$ cat config.mk
export PLATFORM = sky130hd
export DESIGN_NAME = burst_xfer_ctrl
export DESIGN_NICKNAME = d
export VERILOG_FILES = /design/src/rtl/burst_pkg.sv /design/src/rtl/burst_ctrl.sv /design/src/rtl/burst_dpath.sv /design/src/rtl/burst_xfer_ctrl.sv
export SDC_FILE = /design/constraint.sdc
export NUM_CORES = 1
export LEC_CHECK = 0
export ABC_AREA = 1
export BUFFER_PORTS_ARGS = -buffer_cell sky130_fd_sc_hd__buf_2
export CORE_AREA = 2 2 59 47
export DETAILED_ROUTE_END_ITERATION = 12
export DIE_AREA = 0 0 61 49
export HOLD_SLACK_MARGIN = 0.05
export PLACE_DENSITY = 0.84
export SLEW_MARGIN = 0
export SYNTH_ARGS = -nofsm -noshare
export SYNTH_HDL_FRONTEND = slang
export SYNTH_SLANG_ARGS = --single-unit
export TNS_END_PERCENT = 5
$ cat constraint.sdc
create_clock -name clk -period 2.85 [get_ports clk]
set_clock_uncertainty 0.15 [all_clocks]
set_input_delay 0.1425 -clock clk [delete_from_list [all_inputs] [get_ports clk]]
set_output_delay 0.1425 -clock clk [all_outputs]
set_load 0.05 [all_outputs]
$ cat src/rtl/burst_pkg.sv
package burst_pkg;
  localparam int IRQ_W     = 4;
  localparam int IRQ_DONE  = 0;
  localparam int IRQ_NACK  = 1;
  localparam int IRQ_DMATX = 2;
  localparam int IRQ_DMARX = 3;

  typedef struct packed {
    logic load;
    logic dec;
    logic setDone;
    logic setNack;
    logic stopNow;
  } ctlStrobe_t;
endpackage

$ cat src/rtl/burst_ctrl.sv
module burst_ctrl
  import burst_pkg::*;
(
  input  logic       clk,
  input  logic       rstN,
  input  logic       burstStart,
  input  logic       byteDone,
  input  logic       nackData,
  input  logic       nackAddr,
  input  logic       stopReq,
  input  logic       lenIsZero,
  input  logic       countIsOne,
  output logic       active,
  output ctlStrobe_t strobe
);
  typedef enum logic {ST_IDLE, ST_RUN} state_t;
  state_t state, nextState;

  always_comb begin
    strobe    = '0;
    nextState = state;
    unique case (state)
      ST_IDLE: begin
        if (burstStart) begin
          strobe.load = 1'b1;
          if (lenIsZero) strobe.setDone = 1'b1;
          else           nextState      = ST_RUN;
        end
      end
      ST_RUN: begin
        if (nackAddr) begin
          strobe.setNack = 1'b1;
          strobe.stopNow = 1'b1;
          nextState      = ST_IDLE;
        end else if (nackData) begin
          strobe.setNack = 1'b1;
          strobe.stopNow = stopReq;
          nextState      = ST_IDLE;
        end else if (byteDone) begin
          strobe.dec = 1'b1;
          if (countIsOne) begin
            strobe.setDone = 1'b1;
            nextState      = ST_IDLE;
          end
        end
      end
      default: nextState = ST_IDLE;
    endcase
  end

  always_ff @(posedge clk or negedge rstN) begin
    if (!rstN) state <= ST_IDLE;
    else       state <= nextState;
  end

  assign active = (state == ST_RUN);


  start_activates_chk: assert property (@(posedge clk) disable iff (!rstN)
    (!active && burstStart && !lenIsZero) |=> active);


  nack_ends_burst_chk: assert property (@(posedge clk) disable iff (!rstN)
    (active && (nackData || nackAddr)) |=> !active);
endmodule

$ cat src/rtl/burst_dpath.sv
module burst_dpath
  import burst_pkg::*;
#(
  parameter int CNT_W       = 8,
  parameter int FIFO_DEPTH  = 8,
  parameter int BREQ_REMAIN = 4,
  localparam int FILL_W     = $clog2(FIFO_DEPTH + 1)
) (
  input  logic              clk,
  input  logic              rstN,
  input  ctlStrobe_t        strobe,
  input  logic              active,
  input  logic [CNT_W-1:0]  burstLen,
  input  logic              dmaEn,
  input  logic [FILL_W-1:0] txFill,
  input  logic [FILL_W-1:0] rxFill,
  input  logic [FILL_W-1:0] txTrig,
  input  logic [FILL_W-1:0] rxTrig,
  input  logic              dmaDoneTx,
  input  logic              dmaDoneRx,
  input  logic [IRQ_W-1:0]  irqMask,
  input  logic [IRQ_W-1:0]  irqClr,
  output logic [CNT_W-1:0]  count,
  output logic              lenIsZero,
  output logic              countIsOne,
  output logic              issueStop,
  output logic              txSreq,
  output logic              txBreq,
  output logic              rxSreq,
  output logic              rxBreq,
  output logic [IRQ_W-1:0]  irqRaw,
  output logic [IRQ_W-1:0]  irqMasked
);
  localparam logic [FILL_W-1:0] FULL_LVL   = FILL_W'(FIFO_DEPTH);
  localparam logic [CNT_W-1:0]  REMAIN_LIM = CNT_W'(BREQ_REMAIN);

  always_ff @(posedge clk or negedge rstN) begin
    if (!rstN)            count <= '0;
    else if (strobe.load) count <= burstLen;
    else if (strobe.dec)  count <= count - 1'b1;
  end

  always_ff @(posedge clk or negedge rstN) begin
    if (!rstN) issueStop <= 1'b0;
    else       issueStop <= strobe.stopNow;
  end

  assign lenIsZero  = (burstLen == '0);
  assign countIsOne = (count == CNT_W'(1));

  logic reqGate;
  assign reqGate = active && dmaEn;
  assign rxSreq  = reqGate && (rxFill != '0);
  assign txSreq  = reqGate && (txFill < FULL_LVL);
  assign rxBreq  = reqGate && (rxFill > rxTrig);
  assign txBreq  = reqGate && (count < REMAIN_LIM) && (txFill < txTrig);

  logic [IRQ_W-1:0] irqSet;
  always_comb begin
    irqSet            = '0;
    irqSet[IRQ_DONE]  = strobe.setDone;
    irqSet[IRQ_NACK]  = strobe.setNack;
    irqSet[IRQ_DMATX] = dmaDoneTx;
    irqSet[IRQ_DMARX] = dmaDoneRx;
  end

  for (genvar i = 0; i < IRQ_W; i++) begin : g_irq
    always_ff @(posedge clk or negedge rstN) begin
      if (!rstN)          irqRaw[i] <= 1'b0;
      else if (irqSet[i]) irqRaw[i] <= 1'b1;
      else if (irqClr[i]) irqRaw[i] <= 1'b0;
    end
  end

  assign irqMasked = irqRaw & irqMask;


  nack_count_hold_chk: assert property (@(posedge clk) disable iff (!rstN)
    strobe.setNack |=> (count == $past(count)));


  set_wins_chk: assert property (@(posedge clk) disable iff (!rstN)
    (dmaDoneTx && irqClr[IRQ_DMATX]) |=> irqRaw[IRQ_DMATX]);
endmodule

$ cat src/rtl/burst_xfer_ctrl.sv
module burst_xfer_ctrl
  import burst_pkg::*;
#(
  parameter int CNT_W       = 8,
  parameter int FIFO_DEPTH  = 8,
  parameter int BREQ_REMAIN = 4,
  localparam int FILL_W     = $clog2(FIFO_DEPTH + 1)
) (
  input  logic              clk,
  input  logic              rstN,
  input  logic [CNT_W-1:0]  burstLen,
  input  logic              burstStart,
  input  logic              stopReq,
  input  logic              byteDone,
  input  logic              nackData,
  input  logic              nackAddr,
  input  logic              dmaEn,
  input  logic [FILL_W-1:0] txFill,
  input  logic [FILL_W-1:0] rxFill,
  input  logic [FILL_W-1:0] txTrig,
  input  logic [FILL_W-1:0] rxTrig,
  input  logic              dmaDoneTx,
  input  logic              dmaDoneRx,
  input  logic [IRQ_W-1:0]  irqMask,
  input  logic [IRQ_W-1:0]  irqClr,
  output logic              burstActive,
  output logic [CNT_W-1:0]  burstCount,
  output logic              issueStop,
  output logic              txSreq,
  output logic              txBreq,
  output logic              rxSreq,
  output logic              rxBreq,
  output logic [IRQ_W-1:0]  irqRaw,
  output logic [IRQ_W-1:0]  irqMasked
);
  ctlStrobe_t strobe;
  logic lenIsZero, countIsOne;

  burst_ctrl u_ctrl (
    .clk(clk), .rstN(rstN), .burstStart(burstStart), .byteDone(byteDone),
    .nackData(nackData), .nackAddr(nackAddr), .stopReq(stopReq),
    .lenIsZero(lenIsZero), .countIsOne(countIsOne),
    .active(burstActive), .strobe(strobe)
  );

  burst_dpath #(.CNT_W(CNT_W), .FIFO_DEPTH(FIFO_DEPTH), .BREQ_REMAIN(BREQ_REMAIN)) u_dpath (
    .clk(clk), .rstN(rstN), .strobe(strobe), .active(burstActive),
    .burstLen(burstLen), .dmaEn(dmaEn), .txFill(txFill), .rxFill(rxFill),
    .txTrig(txTrig), .rxTrig(rxTrig), .dmaDoneTx(dmaDoneTx), .dmaDoneRx(dmaDoneRx),
    .irqMask(irqMask), .irqClr(irqClr), .count(burstCount),
    .lenIsZero(lenIsZero), .countIsOne(countIsOne), .issueStop(issueStop),
    .txSreq(txSreq), .txBreq(txBreq), .rxSreq(rxSreq), .rxBreq(rxBreq),
    .irqRaw(irqRaw), .irqMasked(irqMasked)
  );


  addr_nack_stop_chk: assert property (@(posedge clk) disable iff (!rstN)
    (burstActive && nackAddr) |=> issueStop);


  data_nack_nostop_chk: assert property (@(posedge clk) disable iff (!rstN)
    (burstActive && nackData && !nackAddr && !stopReq) |=> (!issueStop && !burstActive));


  idle_count_stable_chk: assert property (@(posedge clk) disable iff (!rstN)
    (!burstActive && !burstStart) |=> $stable(burstCount));


  req_gate_chk: assert property (@(posedge clk) disable iff (!rstN)
    !(burstActive && dmaEn) |-> !(txSreq || txBreq || rxSreq || rxBreq));


  dma_rx_set_chk: assert property (@(posedge clk) disable iff (!rstN)
    dmaDoneRx |=> irqRaw[IRQ_DMARX]);


  nack_sticky_chk: assert property (@(posedge clk) disable iff (!rstN)
    (irqRaw[IRQ_NACK] && !irqClr[IRQ_NACK]) |=> irqRaw[IRQ_NACK]);
endmodule

# [Word level (Yosys, flattened, before mapping)]
# Cells that the tools add are included.
[word_totals] mem_bits_ro=0 word_cells=58 inputBits=42 latchBits=0 ramBits=0 n_memories=0 regBits=14
[classes] addsub=1 n_bitwise=2 shifts=0 eq_ne=1 div=0 n_mul=0 n_mux=30 reduce_logical=13 order_cmp=4
[ops] op="two-way mux 1 bit" count=20
[ops] op="two-way mux 8 bit" count=2
[ops] op="two-way mux 2 bit" count=6
[ops] op="nonzero test 2 bit" count=5
[ops] op="equality test 8 x 1 -> 1 bit (second input constant)" count=1
[ops] op="zero test 8 bit" count=1
[ops] op="< comparator 8 x 3 -> 1 bit (second input constant)" count=1
[ops] op="subtractor 8 x 1 -> 8 bit (second input constant)" count=1
[ops] op="logical AND 1 bit" count=6
[ops] op="bitwise AND 4 bit" count=1
[ops] op="greater-than comparator 4 bit" count=1
[ops] op="< comparator 4 bit" count=1
[ops] op="< comparator 4 bit (second input constant)" count=1
[ops] op="case mux 1 bit (2 select lines)" count=2
[ops] op="nonzero test 4 bit" count=1
[ops] op="NOT 1 bit" count=1

# [Longest topological paths before layout]
# Gate-level depths: netlist (run 1).
[depth] depth_word=8 depth_mapped=7 mapped_depth_nobuf=7

# [Hierarchy]
# A second synthesis (run 1) with hierarchy kept.
[unflattened] hier_cells=148 hier_area_um2=1062.3
[by_module_without_submodules] module="burst_dpath" cells_each=129 area_per_inst_um2=962.2 n_inst=1
[by_module_without_submodules] module="burst_ctrl" cells_each=19 area_per_inst_um2=100.1 n_inst=1

# [Worst setup path after synthesis (run 1)]
# Ideal clock, no wire load.
[synth_timing] kind="register -> output" from="reg u_ctrl.state, in the netlist u_ctrl.active" to="out txBreq" path_buffers=0 path_stages_with_launch=5 slack_ns=0.690 t_required_ns=2.558 t_arrival_ns=1.868 cell_sequence="dfrtp_1 nand2_1 nor2_1 nand3_1 a21oi_1"
[synth_between] elab_chain_len=3
[synth_rtl] element="start, declared" line="burst_ctrl.sv:17" text="state_t state, nextState;"
[synth_rtl] element="start signal, assigned" line="burst_ctrl.sv:53" text="else state <= nextState;"
[synth_rtl] element="logical AND 1 bit" line="burst_dpath.sv:52" text="assign reqGate = active && dmaEn;"
[synth_rtl] element="logical AND 1 bit (2 in a row)" line="burst_dpath.sv:56" text="assign txBreq = reqGate && (count < REMAIN_LIM) && (txFill < txTrig);"
[synth_rtl] element="end, declared" line="burst_xfer_ctrl.sv:30" text="output logic txBreq,"
# Every way passes these cells.

==> impl_metrics.json, run 1 <==
{
  "status": "finished clean",
  "drive_gt1_share_pct": 27.2,
  "place_area_um2": 1460,
  "cts_buffers": 3,
  "synthCells": 171,
  "vias": 1304,
  "synth_seq_cells": 14,
  "finalSetupViolations": 0,
  "holdPathStages": 4,
  "initial_core_util_pct": 44.6,
  "crit_path_max_fanout": 1,
  "slowest_stage": "dlygate4sd3_1",
  "synth_top_area_cell": "dfrtp_1",
  "power_mw": 0.833,
  "fp.dieW_um": 61,
  "syn_to_final_growth_pct": 53.4,
  "h-tree-depth": 1,
  "top_usage_layer": "met2",
  "syn-num-nets": 222,
  "cpMostUsedCell": "dlygate4sd3_1",
  "arrival_ps": 2090,
  "period_needed_ps": 2070,
  "grt_max_degree": 15,
  "overflow": 0,
  "fin_setup_tns_ps": 0,
  "cts_tree": "yes",
  "min_path_type": "in2reg",
  "antenna_found_initial": 0,
  "via_per_inst": 4.45,
  "powerDensity_nw_per_um2": 495,
  "reg2regPathDepth": 3,
  "yosys_warnings": 0,
  "clkTransAtPathRegs_ps": 90,
  "use_met2_pct": 33.3,
  "r2r-end": "u_dpath.irqRaw[1]",
  "synth_top_area_share_pct": 31.9,
  "num_rows": 16,
  "cp-startpoint": "stopReq",
  "timing.fmax_ghz": 0.483,
  "worst_setup_path_start_kind": "primary input",
  "clock-sinks": 14,
  "cts_root_buffer": "clkbuf_4",
  "die-height_um": 49,
  "antennaDiodeCount": 0,
  "grt_pass1_vias": 1123,
  "fin_crit_sh_pct": 72.6,
  "synth_edf_count": 0,
  "ant_nets": 0,
  "crit_type": "in2reg",
  "ys_async_sr_fraction_pct": 100,
  "rsz0062_at_grt": "no",
  "cts_buffer_depth": 2,
  "relSlewSlack_pct": 71.6,
  "seq_area_frac_synth_pct": 31.9,
  "final_core_util_pct": 68.4,
  "cp-endpoint": "u_dpath.issueStop",
  "drtIter0Drc": 24,
  "netlist_top_cells_area": "dfrtp_1 32%, nand2_1 19%, inv_1 13%",
  "maxSlewViolCount": 0,
  "grt_use_met1_pct": 28.2,
  "vdd_drop_max_v": 0.000392,
  "cp_cell_sequence": "dlygate4sd3_1, buf_2, nor2_1, dlygate4sd3_1, nor2_1, dlygate4sd3_1",
  "wire_per_inst_um": 10.1,
  "grt_pass1_wl_um": 4690,
  "clock_latency_ps": 290,
  "ff2ff_setup_slack_ps": 1260,
  "max_stage_delay_ps": 570,
  "synth_area_um2": 1100,
  "critPathRequiredTime_ps": 2870,
  "fin_nets": 309,
  "dieArea_um2": 2990,
  "drv_cap": 0,
  "io_pins": 64,
  "dominantRegCellSynth": "dfrtp_1",
  "wl_um": 2960,
  "grt_use_total_pct": 20.3,
  "portBuffers": 63,
  "syn_avg_cell_area_um2": 6.42,
  "hpwl_um": 2110,
  "place_congestion": 0.931,
  "worst_pin_slew_ps": 423,
  "final_hold_viol_count": 0,
  "endpoint_kind": "register",
  "coreArea_um2": 2460,
  "first_pass_iters": 4,
  "r2r-start": "u_ctrl.active",
  "post-route-drc-count": 0,
  "n_fill_cell": 223,
  "synth.distinct_cells": 18,
  "p_leak_nw": 1.05,
  "post_cts_resized": 0,
  "use_met3_pct": 3.71,
  "fin_area_um2": 1690
}
metrics by stage:
step	hold slack, ps	instances	setup WS [ps]
floorplan	-303	171	690
global placement	-87.6	270	1390
detailed placement	-86.6	270	1350
CTS	50.5	293	887
global route	113	293	757
finish	55.9	293	781
state kept, by name, indices dropped and copies added, names as in the netlist:
signal / cells
u_dpath.count: 8
u_ctrl.active: 1
u_dpath.issueStop: 1
u_dpath.irqRaw: 4
cell type report:
cell class                 instances  area (µm²)  share of cell area, %
clock buffer                       4        36.3                   2.15
inverter                          38         143                   8.46
multi-input combinational        119         606                   35.9
sequential                        14         350                   20.8
tap                               36        45.0                   2.67
timing repair buffer              82         505                   30.0
worst max-delay path, delay by kind of cell:
kind,cells,cell delay (ps)
buffers and inverters,4,1800
and+or+nand+nor,2,150
metal layers:
layer,share of wire [%],wire (µm)
met1,48,1430
met2,45,1340
met3,5.8,172
met4,0.51,15
met5,0,0
cell usage after synthesis, types with 2 or more instances:
cell	number
a21oi_1	3
dfrtp_1	14
ha_1	9
inv_1	37
nand2_1	56
nand3_1	18
nor2_1	15
nor3_1	2
o21ai_0	6
o21bai_1	3
layout by cell type (no fill, tap or decap):
master         count
dlygate4sd3_1     19
nand3_1           18
xor2_1             1
clkbuf_4           3
nor2_1            15
nand4_1            1
a21oi_1            3
o21bai_1           3
inv_1             37
clkbuf_8           1
o21a_1             1
nand2_1           56
nor2_4             1
buf_2             63
dfrtp_1           14
inv_2              1
nand4_2            1
or2_0              1
nor3_1             2
nor4_1             1
o21ai_0            6
ha_1               9
kinds of logic after synthesis:
| logic type | count (synthesis) | synth area share [%] |
|---|---|---|
| AO/OA/AOI/OAI | 13 | 6.83 |
| adder cells (fa/ha/maj) | 9 | 10.3 |
| XOR/XNOR | 1 | 0.797 |
| AND/OR/NAND/NOR | 96 | 37.2 |
| flip-flops | 14 | 31.9 |
| buffers and inverters | 38 | 13.0 |
power breakdown:
group / leakage [nW] / internal [mW] / switching [mW]
Sequential: 0.171 / 0.230 / 0.0397
Clock: 0.0210 / 0.0778 / 0.0703
Combinational: 0.858 / 0.131 / 0.284
Total: 1.05 / 0.439 / 0.394
how the worst min path moves through the flow:
stage	start	endpoint	slack [ps]
2_1_floorplan	rstN	u_ctrl.active	-300
3_3_place_gp	rstN	u_dpath.count[1]	-90
3_5_place_dp	rstN	u_dpath.count[2]	-90
4_1_cts	burstLen[4]	u_dpath.count[4]	50
5_1_grt	burstLen[4]	u_ctrl.active	110
6_report	burstLen[4]	u_dpath.count[4]	60
repair_timing:
item                       4_1_cts  5_1_grt
setup endpoints to repair        0        0
hold buffers                    19        0
hold endpoints to repair        27        0
setup buffers                    0        0
No activity file was read; power rests on OpenSTA's default activity.
==> inputs of run 2 (changes only) <==
--- a/config.mk
+++ b/config.mk
@@ -7,11 +7,11 @@
 export LEC_CHECK = 0
 export ABC_AREA = 1
 export BUFFER_PORTS_ARGS = -buffer_cell sky130_fd_sc_hd__buf_2
-export CORE_AREA = 2 2 59 47
+export CORE_AREA = 2 2 62 49
 export DETAILED_ROUTE_END_ITERATION = 12
-export DIE_AREA = 0 0 61 49
+export DIE_AREA = 0 0 64 51
 export HOLD_SLACK_MARGIN = 0.05
-export PLACE_DENSITY = 0.84
+export PLACE_DENSITY = 0.78
 export SLEW_MARGIN = 0
 export SYNTH_ARGS = -nofsm -noshare
 export SYNTH_HDL_FRONTEND = slang
==> constraint.sdc (replaced) <==
create_clock -name clk -period 2.05 [get_ports clk]
set_clock_uncertainty 0.15 [all_clocks]
set_input_delay 0.1025 -clock clk [delete_from_list [all_inputs] [get_ports clk]]
set_output_delay 0.1025 -clock clk [all_outputs]
set_load 0.05 [all_outputs]
==> impl_metrics.json, run 2 (synthesized netlist as in run 1, its figures left out) <==
{
  "power.sequential.fraction_pct": 33.8,
  "vias": 1348,
  "slowest_stage": "dlygate4sd3_1",
  "largest_reg_flops": 8,
  "grt_max_degree": 15,
  "max_stage_delay_ps": 560,
  "grt_use_total_pct": 19.6,
  "cts_root_buffer": "clkbuf_4",
  "cts_buffer_depth": 2,
  "fin_setup_tns_ps": 0,
  "whs_ps": 85.7,
  "finalSetupViolations": 0,
  "arrival_ps": 1990,
  "fin_nets": 311,
  "cts_setup_buffers": 0,
  "clock_latency_ps": 280,
  "overflow": 0,
  "drtIter0Drc": 32,
  "place_congestion": 0.911,
  "syn_to_final_growth_pct": 55.2,
  "top_register": "u_dpath.count",
  "h-tree-depth": 1,
  "wire_per_inst_um": 9.97,
  "swShare_pct": 48.5,
  "powerDensity_nw_per_um2": 655,
  "final-instance-count-excl-fill": 296,
  "worst_slack_ps": 70.9,
  "ant_nets": 0,
  "hpwl_um": 2270,
  "cts_tree": "yes",
  "post-route-drc-count": 0,
  "p_leak_nw": 1.05,
  "antenna_found_initial": 0,
  "initial_core_util_pct": 40.0,
  "reg2regPathDepth": 7,
  "timing.fmax_ghz": 0.505,
  "p_switching_mw": 0.542,
  "final_common_cell": "buf_2",
  "io_pins": 64,
  "final_cell_mix": "63 x buf_2, 56 x nand2_1, 37 x inv_1, 21 x dlygate4sd3_1, 18 x nand3_1",
  "rsz0062_at_grt": "no",
  "clock-sinks": 14,
  "antennaDiodeCount": 0,
  "cp_cell_sequence": "dlygate4sd3_1, buf_2, nor2_1, dlygate4sd3_1, nor2_1, dlygate4sd3_1",
  "period_needed_ps": 1980,
  "grt_pass1_wl_um": 5130,
  "maxSlewViolCount": 0,
  "portBuffers": 63,
  "worst_pin_slew_ps": 454,
  "reg_top3": "u_dpath.count x8, u_dpath.irqRaw x4",
  "final_hold_viol_count": 0,
  "cts_buffers": 3,
  "r2r-start": "u_dpath.count[3]",
  "power_frac_clock_pct": 13.8,
  "grt_pass1_vias": 1275,
  "pwr-share-comb_pct": 52.4,
  "die-height_um": 51,
  "wl_um": 2950,
  "crit_path_max_fanout": 1,
  "fp.dieW_um": 64,
  "ff2ff_setup_slack_ps": 140,
  "p_int_mw": 0.575,
  "dieArea_um2": 3260,
  "via_per_inst": 4.55,
  "fin_crit_sh_pct": 96.5,
  "cpMostUsedCell": "dlygate4sd3_1",
  "endpoint_kind": "register",
  "worst_setup_path_start_kind": "primary input",
  "crit_type": "in2reg",
  "clkTransAtPathRegs_ps": 90,
  "r2r-end": "u_ctrl.active",
  "status": "finished clean",
  "place_ws_ps": 579,
  "critPathRequiredTime_ps": 2060,
  "drive_gt1_share_pct": 27.9,
  "num_rows": 17,
  "first_pass_iters": 4,
  "min_path_type": "in2async",
  "coreArea_um2": 2740,
  "dp_cells": 272,
  "vdd_drop_max_v": 0.000383,
  "relSlewSlack_pct": 69.5,
  "drv_cap": 0
}
==> run 2: metal layers <==
| layer | track usage (%) | wire, µm | vias up |
|---|---|---|---|
| met4 | 6.52 | 12 | 0 |
| met1 | 24.0 | 1350 | 583 |
| met2 | 35.8 | 1350 | 58 |
| li1 | - | - | 705 |
| met5 | 0 | 0 | - |
| met3 | 2.64 | 236 | 2 |
==> run 2: area by class of cell <==
class | count | area (µm²)
sequential | 14 | 350
clock buffer | 3 | 22.5
timing repair buffer | 84 | 526
fill | 266 | 1040
inverter | 38 | 143
tap | 38 | 47.5
multi-input combinational | 119 | 617
==> run 2: worst max-delay path, delay by kind of cell <==
family,cells,cell delay (ps)
buf+inv,4,1760
simple gates,2,120
==> run 2: worst max-delay path by stage <==
stage / startpoint / end / depth (start not counted)
4_1_cts: u_dpath.count[3] / u_ctrl.active / 7
2_1_floorplan: u_ctrl.active / rxBreq / 3
5_1_grt: stopReq / u_dpath.issueStop / 6
3_3_place_gp: u_ctrl.active / txBreq / 5
6_report: stopReq / u_dpath.issueStop / 6
3_5_place_dp: u_ctrl.active / txBreq / 5
==> run 2: power groups by stage <==
stage,registers [mW],logic [mW],clock network [mW]
floorplan,0.530,0.237,0
global placement,0.378,0.542,0
detailed placement,0.381,0.544,0
CTS,0.376,0.580,0.159
global route,0.388,0.645,0.169
finish,0.378,0.586,0.154
==> run 2: what timing repair did <==
| item | 4_1_cts | 5_1_grt |
|---|---|---|
| setup endpoints to repair | 0 | 1 |
| gates resized for setup | 0 | 2 |
| hold endpoints to repair | 28 | 0 |
| hold buffers | 21 | 0 |
==> run 2: through the flow <==
stage	util, %	power [mW]	area [µm²]
floorplan	-	0.768	1100
global placement	53.4	0.920	1470
global route	62.2	1.20	1710
detailed placement	53.4	0.925	1470
CTS	61.9	1.12	1700
finish	62.2	1.12	1710
